$ cat config.mk
export PLATFORM = sky130hd
export DESIGN_NAME = evt_stat_bank
export DESIGN_NICKNAME = d
export VERILOG_FILES = /design/src/rtl/evt_stat_pkg.sv /design/src/rtl/stat_ctr_bank.sv /design/src/rtl/stat_acc_port.sv /design/src/rtl/stat_roll_ctrl.sv /design/src/rtl/evt_stat_bank.sv
export SDC_FILE = /design/constraint.sdc
export NUM_CORES = 2
export LEC_CHECK = 0
export BUFFER_PORTS_ARGS = -buffer_cell sky130_fd_sc_hd__buf_2
export CAP_MARGIN = 10
export CORE_ASPECT_RATIO = 1.75
export CORE_UTILIZATION = 60
export CTS_CLUSTER_SIZE = 25
export DETAILED_ROUTE_END_ITERATION = 10
export HOLD_SLACK_MARGIN = 0.06
export PLACE_DENSITY = 0.78
export SKIP_CTS_REPAIR_TIMING = 1
export SYNTH_ARGS = -nofsm -noshare
export SYNTH_HDL_FRONTEND = slang
export SYNTH_SLANG_ARGS = --single-unit
$ cat constraint.sdc
create_clock -name clk -period 3.9 [get_ports clk]
set_clock_uncertainty 0.2 [all_clocks]
set_input_delay 0.585 -clock clk [delete_from_list [all_inputs] [get_ports clk]]
set_output_delay 0.585 -clock clk [all_outputs]
set_load 0.02 [all_outputs]
$ cat src/rtl/evt_stat_pkg.sv
// Shared definitions for the statistics counter bank: register offsets and
// the bit positions of the access control register fields.
package evt_stat_pkg;
    typedef enum logic [3:0] {
        RA_CTL   = 4'd0,
        RA_DATA  = 4'd1,
        RA_CMD   = 4'd2,
        RA_TXEN  = 4'd3,
        RA_RXEN  = 4'd4,
        RA_TXST  = 4'd5,
        RA_RXST  = 4'd6,
        RA_HSTAT = 4'd7,
        RA_HMASK = 4'd8
    } reg_addr_e;

    localparam int CTL_MODE_BIT = 8;
    localparam int CTL_COR_BIT  = 9;
    localparam int CTL_AINC_BIT = 10;
endpackage

$ cat src/rtl/stat_ctr_bank.sv
// Array of free-running event counters.
// Per counter the priority is: clear > load > increment. A wrap pulse is
// raised only when an increment actually takes the counter from all-ones to
// zero. Assumes at most one load index per cycle.
module stat_ctr_bank #(
    parameter int N  = 40,
    parameter int W  = 32,
    parameter int AW = 6
) (
    input  logic          clk,
    input  logic          rst_n,
    input  logic [N-1:0]  inc,
    input  logic [N-1:0]  clr,
    input  logic          ld_en,
    input  logic [AW-1:0] ld_idx,
    input  logic [W-1:0]  ld_val,
    output logic [W-1:0]  cnt [N],
    output logic [N-1:0]  wrap
);
    for (genvar i = 0; i < N; i++) begin : g_ctr
        logic hit_ld;
        assign hit_ld = ld_en && (ld_idx == AW'(i));

        // Update one counter: clear, software load or event increment.
        always_ff @(posedge clk) begin
            if (!rst_n)       cnt[i] <= '0;
            else if (clr[i])  cnt[i] <= '0;
            else if (hit_ld)  cnt[i] <= ld_val;
            else if (inc[i])  cnt[i] <= cnt[i] + 1'b1;
        end

        assign wrap[i] = inc[i] && !clr[i] && !hit_ld && (cnt[i] == '1);
    end
endmodule

$ cat src/rtl/stat_acc_port.sv
// Indirect access port: the access control register (index, mode,
// clear-on-read, auto-advance) and the data register path into the counters.
// Indices at or above N select nothing: reads give zero, writes are dropped.
module stat_acc_port #(
    parameter int N  = 40,
    parameter int W  = 32,
    parameter int AW = 6
) (
    input  logic          clk,
    input  logic          rst_n,
    input  logic          ctl_wr,
    input  logic [AW-1:0] ctl_idx,
    input  logic          ctl_mode,
    input  logic          ctl_cor,
    input  logic          ctl_ainc,
    input  logic          dat_rd,
    input  logic          dat_wr,
    input  logic [W-1:0]  cnt [N],
    output logic [AW-1:0] acc_addr,
    output logic          acc_mode,
    output logic          acc_cor,
    output logic          acc_ainc,
    output logic [W-1:0]  dat_rdata,
    output logic [N-1:0]  cor_clr,
    output logic          ld_en
);
    // Hold the control fields; advance the index on each data access.
    always_ff @(posedge clk) begin
        if (!rst_n) begin
            acc_addr <= '0;
            acc_mode <= 1'b0;
            acc_cor  <= 1'b0;
            acc_ainc <= 1'b0;
        end else if (ctl_wr) begin
            acc_addr <= ctl_idx;
            acc_mode <= ctl_mode;
            acc_cor  <= ctl_cor;
            acc_ainc <= ctl_ainc;
        end else if ((dat_rd || dat_wr) && acc_ainc) begin
            acc_addr <= acc_addr + 1'b1;
        end
    end

    // Select the addressed counter; an index with no counter yields zero.
    always_comb begin
        dat_rdata = '0;
        for (int i = 0; i < N; i++)
            if (acc_addr == AW'(i)) dat_rdata = cnt[i];
    end

    // Clear-on-read strobe for the addressed counter.
    for (genvar i = 0; i < N; i++) begin : g_cor
        assign cor_clr[i] = dat_rd && !acc_mode && acc_cor && (acc_addr == AW'(i));
    end

    assign ld_en = dat_wr && acc_mode;
endmodule

$ cat src/rtl/stat_roll_ctrl.sv
// Rollover flags: per-counter enables, write-one-to-clear status bits, the
// enabled summary and the masked interrupt. A wrap wins over a clear on the
// same edge. Assumes NT <= EW and NR <= EW.
module stat_roll_ctrl #(
    parameter int NT = 15,
    parameter int NR = 25,
    parameter int EW = 25
) (
    input  logic            clk,
    input  logic            rst_n,
    input  logic [NT+NR-1:0] wrap,
    input  logic [EW-1:0]   wdata,
    input  logic            txen_wr,
    input  logic            rxen_wr,
    input  logic            txst_w1c,
    input  logic            rxst_w1c,
    input  logic            mask_wr,
    output logic [NT-1:0]   tx_en,
    output logic [NR-1:0]   rx_en,
    output logic [NT-1:0]   tx_st,
    output logic [NR-1:0]   rx_st,
    output logic            hmask,
    output logic            summary,
    output logic            irq
);
    logic [NT-1:0] tx_clr;
    logic [NR-1:0] rx_clr;

    assign tx_clr = txst_w1c ? wdata[NT-1:0] : '0;
    assign rx_clr = rxst_w1c ? wdata[NR-1:0] : '0;

    // Enable and mask registers, loaded by software.
    always_ff @(posedge clk) begin
        if (!rst_n) begin
            tx_en <= '0;
            rx_en <= '0;
            hmask <= 1'b0;
        end else begin
            if (txen_wr) tx_en <= wdata[NT-1:0];
            if (rxen_wr) rx_en <= wdata[NR-1:0];
            if (mask_wr) hmask <= wdata[0];
        end
    end

    // Status bits: set on wrap, cleared by writing ones; the set wins.
    always_ff @(posedge clk) begin
        if (!rst_n) begin
            tx_st <= '0;
            rx_st <= '0;
        end else begin
            tx_st <= (tx_st & ~tx_clr) | wrap[NT-1:0];
            rx_st <= (rx_st & ~rx_clr) | wrap[NT+NR-1:NT];
        end
    end

    assign summary = (|(tx_st & tx_en)) || (|(rx_st & rx_en));
    assign irq     = summary && hmask;
endmodule

$ cat src/rtl/evt_stat_bank.sv
// Top of the statistics counter bank: register decode, group clear,
// read-data multiplexer and the three sub-blocks.
// Assumes the register bus issues at most one access per cycle.
module evt_stat_bank #(
    parameter int NUM_TX = 15,
    parameter int NUM_RX = 25,
    parameter int CNT_W  = 32,
    parameter int ADDR_W = 6
) (
    input  logic                     clk,
    input  logic                     rst_n,
    input  logic [NUM_TX+NUM_RX-1:0] ev_inc,
    input  logic                     bus_wr,
    input  logic                     bus_rd,
    input  logic [3:0]               bus_addr,
    input  logic [CNT_W-1:0]         bus_wdata,
    output logic [CNT_W-1:0]         bus_rdata,
    output logic                     irq
);
    import evt_stat_pkg::*;

    localparam int NUM_CTR = NUM_TX + NUM_RX;
    localparam int EN_W    = (NUM_TX > NUM_RX) ? NUM_TX : NUM_RX;

    logic [CNT_W-1:0]   ctr_val [NUM_CTR];
    logic [NUM_CTR-1:0] ctr_wrap;
    logic [NUM_CTR-1:0] cor_clr;
    logic [NUM_CTR-1:0] grp_clr;
    logic [NUM_CTR-1:0] all_clr;
    logic [ADDR_W-1:0]  acc_addr;
    logic               acc_mode, acc_cor, acc_ainc;
    logic [CNT_W-1:0]   dat_rdata;
    logic               ld_en;
    logic [NUM_TX-1:0]  tx_en, tx_st;
    logic [NUM_RX-1:0]  rx_en, rx_st;
    logic               hmask, summary;
    logic               wr_ctl, wr_cmd, acc_rd, acc_wr;

    assign wr_ctl  = bus_wr && (bus_addr == RA_CTL);
    assign wr_cmd  = bus_wr && (bus_addr == RA_CMD);
    assign acc_rd  = bus_rd && (bus_addr == RA_DATA);
    assign acc_wr  = bus_wr && (bus_addr == RA_DATA);
    assign grp_clr = {{NUM_RX{wr_cmd && bus_wdata[1]}}, {NUM_TX{wr_cmd && bus_wdata[0]}}};
    assign all_clr = grp_clr | cor_clr;

    stat_ctr_bank #(.N(NUM_CTR), .W(CNT_W), .AW(ADDR_W)) u_ctr (
        .clk    (clk),
        .rst_n  (rst_n),
        .inc    (ev_inc),
        .clr    (all_clr),
        .ld_en  (ld_en),
        .ld_idx (acc_addr),
        .ld_val (bus_wdata),
        .cnt    (ctr_val),
        .wrap   (ctr_wrap)
    );

    stat_acc_port #(.N(NUM_CTR), .W(CNT_W), .AW(ADDR_W)) u_acc (
        .clk       (clk),
        .rst_n     (rst_n),
        .ctl_wr    (wr_ctl),
        .ctl_idx   (bus_wdata[ADDR_W-1:0]),
        .ctl_mode  (bus_wdata[CTL_MODE_BIT]),
        .ctl_cor   (bus_wdata[CTL_COR_BIT]),
        .ctl_ainc  (bus_wdata[CTL_AINC_BIT]),
        .dat_rd    (acc_rd),
        .dat_wr    (acc_wr),
        .cnt       (ctr_val),
        .acc_addr  (acc_addr),
        .acc_mode  (acc_mode),
        .acc_cor   (acc_cor),
        .acc_ainc  (acc_ainc),
        .dat_rdata (dat_rdata),
        .cor_clr   (cor_clr),
        .ld_en     (ld_en)
    );

    stat_roll_ctrl #(.NT(NUM_TX), .NR(NUM_RX), .EW(EN_W)) u_roll (
        .clk      (clk),
        .rst_n    (rst_n),
        .wrap     (ctr_wrap),
        .wdata    (bus_wdata[EN_W-1:0]),
        .txen_wr  (bus_wr && (bus_addr == RA_TXEN)),
        .rxen_wr  (bus_wr && (bus_addr == RA_RXEN)),
        .txst_w1c (bus_wr && (bus_addr == RA_TXST)),
        .rxst_w1c (bus_wr && (bus_addr == RA_RXST)),
        .mask_wr  (bus_wr && (bus_addr == RA_HMASK)),
        .tx_en    (tx_en),
        .rx_en    (rx_en),
        .tx_st    (tx_st),
        .rx_st    (rx_st),
        .hmask    (hmask),
        .summary  (summary),
        .irq      (irq)
    );

    // Read-data multiplexer over the register map.
    always_comb begin
        bus_rdata = '0;
        case (bus_addr)
            RA_CTL: begin
                bus_rdata[ADDR_W-1:0]   = acc_addr;
                bus_rdata[CTL_MODE_BIT] = acc_mode;
                bus_rdata[CTL_COR_BIT]  = acc_cor;
                bus_rdata[CTL_AINC_BIT] = acc_ainc;
            end
            RA_DATA:  bus_rdata = dat_rdata;
            RA_TXEN:  bus_rdata = CNT_W'(tx_en);
            RA_RXEN:  bus_rdata = CNT_W'(rx_en);
            RA_TXST:  bus_rdata = CNT_W'(tx_st);
            RA_RXST:  bus_rdata = CNT_W'(rx_st);
            RA_HSTAT: bus_rdata = CNT_W'(summary);
            RA_HMASK: bus_rdata = CNT_W'(hmask);
            default:  bus_rdata = '0;
        endcase
    end
endmodule

==> impl_metrics.xml, run 1 <==
<?xml version="1.0" encoding="UTF-8"?>
<metrics>
  <group name="synth">
    <metric name="synth_fp_nets" unit="">10800</metric>
    <metric name="total_number_of_yosys_warnings" unit="">0</metric>
    <metric name="number_of_storage_elements_in_the_synthesis_netlist" unit="">1370</metric>
    <metric name="syn-mean-instance-area" unit="um^2">7.69</metric>
    <metric name="fraction_of_registers_with_async_set_reset" unit="">0</metric>
    <metric name="synth-edff-count" unit="">0</metric>
    <metric name="yosysUniqueCellTypes" unit="">90</metric>
    <metric name="synth_seq_area_share" unit="">0.335</metric>
    <metric name="netlist_top_cells_area" unit="">dfxtp_1 (33%), a211oi_1 (12%), nor2_1 (8.8%), xor2_1 (7.7%), xnor2_1 (5.5%)</metric>
    <metric name="synth_top_flop_cell" unit="">dfxtp_1</metric>
    <metric name="synth.top_cell.area_share" unit="">0.335</metric>
    <metric name="synthesis.area" unit="mm^2">0.0819</metric>
    <metric name="post_synth_most_frequent_cells" unit="">nor2_1 (1925), dfxtp_1 (1370), a211oi_1 (1294)</metric>
    <metric name="synth.largest_area_cell" unit="">dfxtp_1</metric>
    <metric name="netlist_instances" unit="">10700</metric>
    <metric name="synth_most_common_cell" unit="">nor2_1</metric>
  </group>
  <group name="placed_design">
    <metric name="postPlaceCellArea" unit="mm^2">0.0918</metric>
    <metric name="numPlacedInstances" unit="">12900</metric>
    <metric name="gp_congestion" unit="">1.35</metric>
    <metric name="dpl.hpwl" unit="mm">334</metric>
    <metric name="buffer_ports.inserted" unit="">112</metric>
  </group>
  <group name="clock_network">
    <metric name="number_of_h_tree_levels" unit="">4</metric>
    <metric name="clockBufferDepth" unit="">3</metric>
    <metric name="clock-sinks" unit="">1370</metric>
    <metric name="tritoncts.num_buffers" unit="">135</metric>
    <metric name="clockRootBuffer" unit="">clkbuf_16</metric>
  </group>
  <group name="global_routing">
    <metric name="first_pass_grt_wire_length" unit="mm">757</metric>
    <metric name="grt_start_max_net_pins" unit="">70</metric>
    <metric name="grt-ovfl-total" unit="">333</metric>
    <metric name="global_route_usage_over_all_layers" unit="">0.738</metric>
    <metric name="grt_pass1_vias" unit="">100000</metric>
  </group>
  <group name="floorplan">
    <metric name="initial_core_util" unit="">0.603</metric>
    <metric name="fp.dieH" unit="um">491</metric>
    <metric name="ioPinCount" unit="">113</metric>
    <metric name="rows" unit="">179</metric>
    <metric name="floorplan.die.width" unit="um">281</metric>
  </group>
  <group name="status">
    <metric name="error_line" unit="">[ERROR GRT-0116] Global routing finished with congestion. Check the congestion regions in the DRC Viewer.</metric>
    <metric name="stop_stage" unit="">5_1_grt</metric>
    <metric name="outcome" unit="">stopped before the end</metric>
  </group>
</metrics>
==> cell families after synthesis <==
group	Yosys count	share of synthesized area
AND/OR/NAND/NOR	4502	0.251
XOR/XNOR	1236	0.132
AO/OA/AOI/OAI	2504	0.224
flip-flops	1370	0.335
buffers and inverters	951	0.0451
adder cells (fa/ha/maj)	44	0.00672
multiplexers	44	0.00538
==> routing by layer <==
metal / GRT overflow / global-route usage
met5: 0 / 0.273
met4: 143 / 0.740
met3: 6 / 0.547
met2: 180 / 0.919
met1: 4 / 0.742
==> per-stage QoR <==
stage                     setup WS (ps)  setup TNS [ps]  hold WS [ps]  utilization
after floorplan                     211               0           242            -
after global placement            -1790          -22400           257        0.676
after detailed placement          -1290          -21310           264        0.676
after CTS                         -2140          -48860         -84.3        0.711
==> run 2: changes to the inputs <==
- CORE_ASPECT_RATIO: 1.75 -> unset
- CORE_UTILIZATION: 60 -> 40
- CTS_CLUSTER_SIZE: 25 -> unset
- HOLD_SLACK_MARGIN: 0.06 -> unset
- PLACE_DENSITY: 0.78 -> unset
- PLACE_DENSITY_LB_ADDON: unset -> 0.15
==> impl_metrics.xml, run 2 <==
<?xml version="1.0" encoding="UTF-8"?>
<metrics>
  <group name="global_routing">
    <metric name="grt-ovfl-total" unit="">0</metric>
    <metric name="met2_usage" unit="">0.665</metric>
    <metric name="grt_pass1_vias" unit="">82700</metric>
    <metric name="first_pass_grt_wire_length" unit="mm">673</metric>
    <metric name="globalRoute.busiestLayer" unit="">met2</metric>
    <metric name="grt_start_max_net_pins" unit="">66</metric>
    <metric name="grt.met1_usage" unit="">0.619</metric>
    <metric name="antenna_found_initial" unit="">34</metric>
    <metric name="global_route_usage_over_all_layers" unit="">0.461</metric>
    <metric name="gr_met3_demand_resource" unit="">0.105</metric>
  </group>
  <group name="synth">
    <metric name="yosysUniqueCellTypes" unit="">90</metric>
    <metric name="netlist_top_cells_area" unit="">dfxtp_1 (33%), a211oi_1 (12%), nor2_1 (8.8%), xor2_1 (7.7%), xnor2_1 (5.5%)</metric>
    <metric name="post_synth_mux_area_share" unit="">0.00538</metric>
    <metric name="fraction_of_registers_with_async_set_reset" unit="">0</metric>
    <metric name="synth-compound-area-share" unit="">0.224</metric>
    <metric name="synth_top_flop_cell" unit="">dfxtp_1</metric>
    <metric name="total_number_of_yosys_warnings" unit="">0</metric>
    <metric name="synth_adder_area_share" unit="">0.00672</metric>
    <metric name="synth_fp_nets" unit="">10800</metric>
    <metric name="synth-edff-count" unit="">0</metric>
    <metric name="post_synth_most_frequent_cells" unit="">nor2_1 (1925), dfxtp_1 (1370), a211oi_1 (1294)</metric>
    <metric name="synth_top_family_by_area" unit="">simple AND/OR/NAND/NOR gates</metric>
    <metric name="synthSimpleGateAreaFrac" unit="">0.251</metric>
    <metric name="synth.largest_area_cell" unit="">dfxtp_1</metric>
    <metric name="syn-mean-instance-area" unit="um^2">7.69</metric>
    <metric name="synth.top_cell.area_share" unit="">0.335</metric>
    <metric name="synth_seq_area_share" unit="">0.335</metric>
    <metric name="number_of_storage_elements_in_the_synthesis_netlist" unit="">1370</metric>
    <metric name="synthesis.area" unit="mm^2">0.0819</metric>
    <metric name="synth_most_common_cell" unit="">nor2_1</metric>
    <metric name="netlist_instances" unit="">10700</metric>
    <metric name="post_synth_xor_xnor_area" unit="">0.132</metric>
  </group>
  <group name="sta">
    <metric name="setup_violations" unit="">32</metric>
    <metric name="layout_worst_path_cycle_share" unit="">1.40</metric>
    <metric name="max-slew-margin-rel" unit="">0.149</metric>
    <metric name="timing_hold_violations_final" unit="">8</metric>
    <metric name="layout_min_cycle_time" unit="ps">5450</metric>
    <metric name="max_freq" unit="GHz">0.183</metric>
    <metric name="final_hold_slack" unit="ps">-29.7</metric>
    <metric name="rsz0062_at_grt" unit="">true</metric>
    <metric name="setup_ws" unit="ps">-1550</metric>
    <metric name="report.final.slew_viol_count" unit="">0</metric>
    <metric name="tightest_slew" unit="ps">1280</metric>
  </group>
  <group name="worst_setup_path">
    <metric name="timing.rr.end" unit="">u_ctr.cnt[860]</metric>
    <metric name="timing.setup.critical_path_class" unit="">register to output port</metric>
    <metric name="critical_path_arrival" unit="ps">4670</metric>
    <metric name="worst_ep_required_time" unit="ps">3120</metric>
    <metric name="ff2ff_path_depth" unit="">9</metric>
    <metric name="setup.worst_path.start_class" unit="">register</metric>
    <metric name="worst-r2r-setup-slack" unit="ps">370</metric>
    <metric name="path_max_fanout" unit="">8</metric>
    <metric name="setup.worst_path.end_class" unit="">output port</metric>
    <metric name="regToRegStartpoint" unit="">u_ctr.cnt[840]</metric>
  </group>
  <group name="route">
    <metric name="wirelength" unit="mm">495</metric>
    <metric name="detailedRoute.firstPassIterationCount" unit="">10</metric>
    <metric name="wl_per_cell" unit="um">34.7</metric>
    <metric name="post_detailed_route_drc_marker_count" unit="">0</metric>
    <metric name="drt.antenna.violating_nets" unit="">0</metric>
    <metric name="avgViaCountPerCell" unit="">6.49</metric>
    <metric name="num_vias" unit="">92700</metric>
    <metric name="detail_route.iter0.violations" unit="">14100</metric>
  </group>
  <group name="cells_and_area">
    <metric name="biggestRegsByFlops" unit="">u_ctr.cnt (1280), u_roll.rx_en (25), u_roll.rx_st (25)</metric>
    <metric name="sequential_cell_area" unit="mm^2">0.0274</metric>
    <metric name="share_of_post_route_cells_with_drive_strength_above_1" unit="">0.184</metric>
    <metric name="layout.cells.most_common_list" unit="">nor2_1 (1899), dfxtp_1 (1364), a211oi_1 (1279)</metric>
    <metric name="area_growth" unit="%">25.3</metric>
    <metric name="largest_register_ff_count" unit="">1280</metric>
    <metric name="total_area_of_multi_input_combinational_cells" unit="mm^2">0.0528</metric>
    <metric name="final_net_count" unit="">11600</metric>
    <metric name="final_common_cell" unit="">nor2_1</metric>
    <metric name="filler_cell_count" unit="">19800</metric>
    <metric name="finish.cell_count_without_fillers" unit="">14300</metric>
    <metric name="top_register" unit="">u_ctr.cnt</metric>
  </group>
  <group name="clock_network">
    <metric name="clk_pin_slew" unit="ps">60</metric>
    <metric name="worstSkewPairLatency" unit="ps">860</metric>
    <metric name="number_of_h_tree_levels" unit="">4</metric>
    <metric name="clock-sinks" unit="">1370</metric>
    <metric name="clockRootBuffer" unit="">clkbuf_16</metric>
    <metric name="cts_tree" unit="">yes</metric>
    <metric name="tritoncts.num_buffers" unit="">166</metric>
    <metric name="clockBufferDepth" unit="">3</metric>
  </group>
  <group name="floorplan">
    <metric name="core_region_area" unit="mm^2">0.203</metric>
    <metric name="die_area" unit="mm^2">0.207</metric>
    <metric name="rows" unit="">165</metric>
    <metric name="ioPinCount" unit="">113</metric>
    <metric name="initial_core_util" unit="">0.404</metric>
    <metric name="floorplan.die.width" unit="um">455</metric>
    <metric name="fp.dieH" unit="um">455</metric>
  </group>
  <group name="placed_design">
    <metric name="buffer_ports.inserted" unit="">112</metric>
    <metric name="numPlacedInstances" unit="">13900</metric>
    <metric name="gp_congestion" unit="">1.11</metric>
    <metric name="dpl.hpwl" unit="mm">370</metric>
  </group>
  <group name="worst_hold_path">
    <metric name="holdPathStages" unit="">3</metric>
    <metric name="hold_path.class" unit="">primary input to register</metric>
    <metric name="hold_end" unit="">u_ctr.cnt[480]</metric>
    <metric name="worst_hold_startpoint" unit="">ev_inc[24]</metric>
  </group>
  <group name="status">
    <metric name="failed_checks" unit="">hold timing, setup timing</metric>
    <metric name="outcome" unit="">finished, violations left</metric>
  </group>
  <group name="pwr">
    <metric name="power_per_cell_area" unit="mW/mm^2">324</metric>
    <metric name="totalPowerFinal" unit="mW">33.2</metric>
    <metric name="ir_drop" unit="mV">0.515</metric>
    <metric name="cellLeakagePower" unit="nW">36.3</metric>
  </group>
  <group name="job">
    <metric name="maxCapViolCount" unit="">0</metric>
  </group>
</metrics>
[run 2: cell families after synthesis]
kind of cell	count (synthesis)
AOI/OAI and AO/OA	2504
xor gates and xnor gates	1236
adders and majority gates	44
buffers and inverters	951
DFF	1370
muxes	44
and+or+nand+nor	4502
[run 2: final cells by class]
class,count,area share
inverters,96,0.00355
repair buffers,1488,0.126
clock buffers,243,0.0474
flip-flops and latches,1370,0.267
diodes,17,0.000415
clock inverters,57,0.00778
well taps,2672,0.0326
multi-input cells,8330,0.515
[run 2: worst max-delay path by stage]
stage / from / end / slack [ps] / depth (start not counted)
2_1_floorplan: u_acc.acc_addr[1] / bus_rdata[29] / 210 / 11
3_3_place_gp: u_acc.acc_addr[0] / bus_rdata[1] / -1700 / 14
3_5_place_dp: u_acc.acc_addr[0] / bus_rdata[3] / -1540 / 15
4_1_cts: u_acc.acc_addr[0] / bus_rdata[3] / -2450 / 15
5_1_grt: u_acc.acc_addr[0] / bus_rdata[30] / -1470 / 14
6_report: u_acc.acc_addr[1] / bus_rdata[30] / -1550 / 17
[run 2: worst max-delay path, cell delays in order, from the launching register on]
cell	delay (ps)
dfxtp_2	330
buf_6	120
buf_6	120
ha_4	200
buf_6	140
buf_12	130
nor2_4	160
buf_6	170
nor2_4	50
buf_6	110
a221o_1	330
a221oi_4	370
o211ai_1	390
a41oi_2	500
buf_6	190
o2111ai_4	140
o2bb2ai_4	200
buf_6	170
[run 2: routing by layer]
layer,wire [um],up-vias
met3,54600,1436
met5,91,-
met4,38200,14
met1,201000,45100
li1,-,40400
met2,201000,5775
[run 2: metrics by stage]
step                      utilization  hold WS (ps)  setup TNS [ps]  setup slack (ps)  cell area [um^2]
after floorplan                     -           242               0               211             81900
after detailed placement        0.465           263          -28290             -1540             94200
after CTS                       0.493          -148          -57250             -2450             99900
after global routing            0.506          3.90          -40200             -1470            103000
final                           0.506         -29.7          -40010             -1550            103000
after global placement          0.465           258          -29340             -1700             94200
[run 2: power by group]
part           total, mW  internal (mW)  switching [mW]
sequential          14.3           14.1           0.241
clock               16.6           9.60            6.99
combinational       2.27          0.618            1.65
No activity file was read; power rests on OpenSTA's default activity.
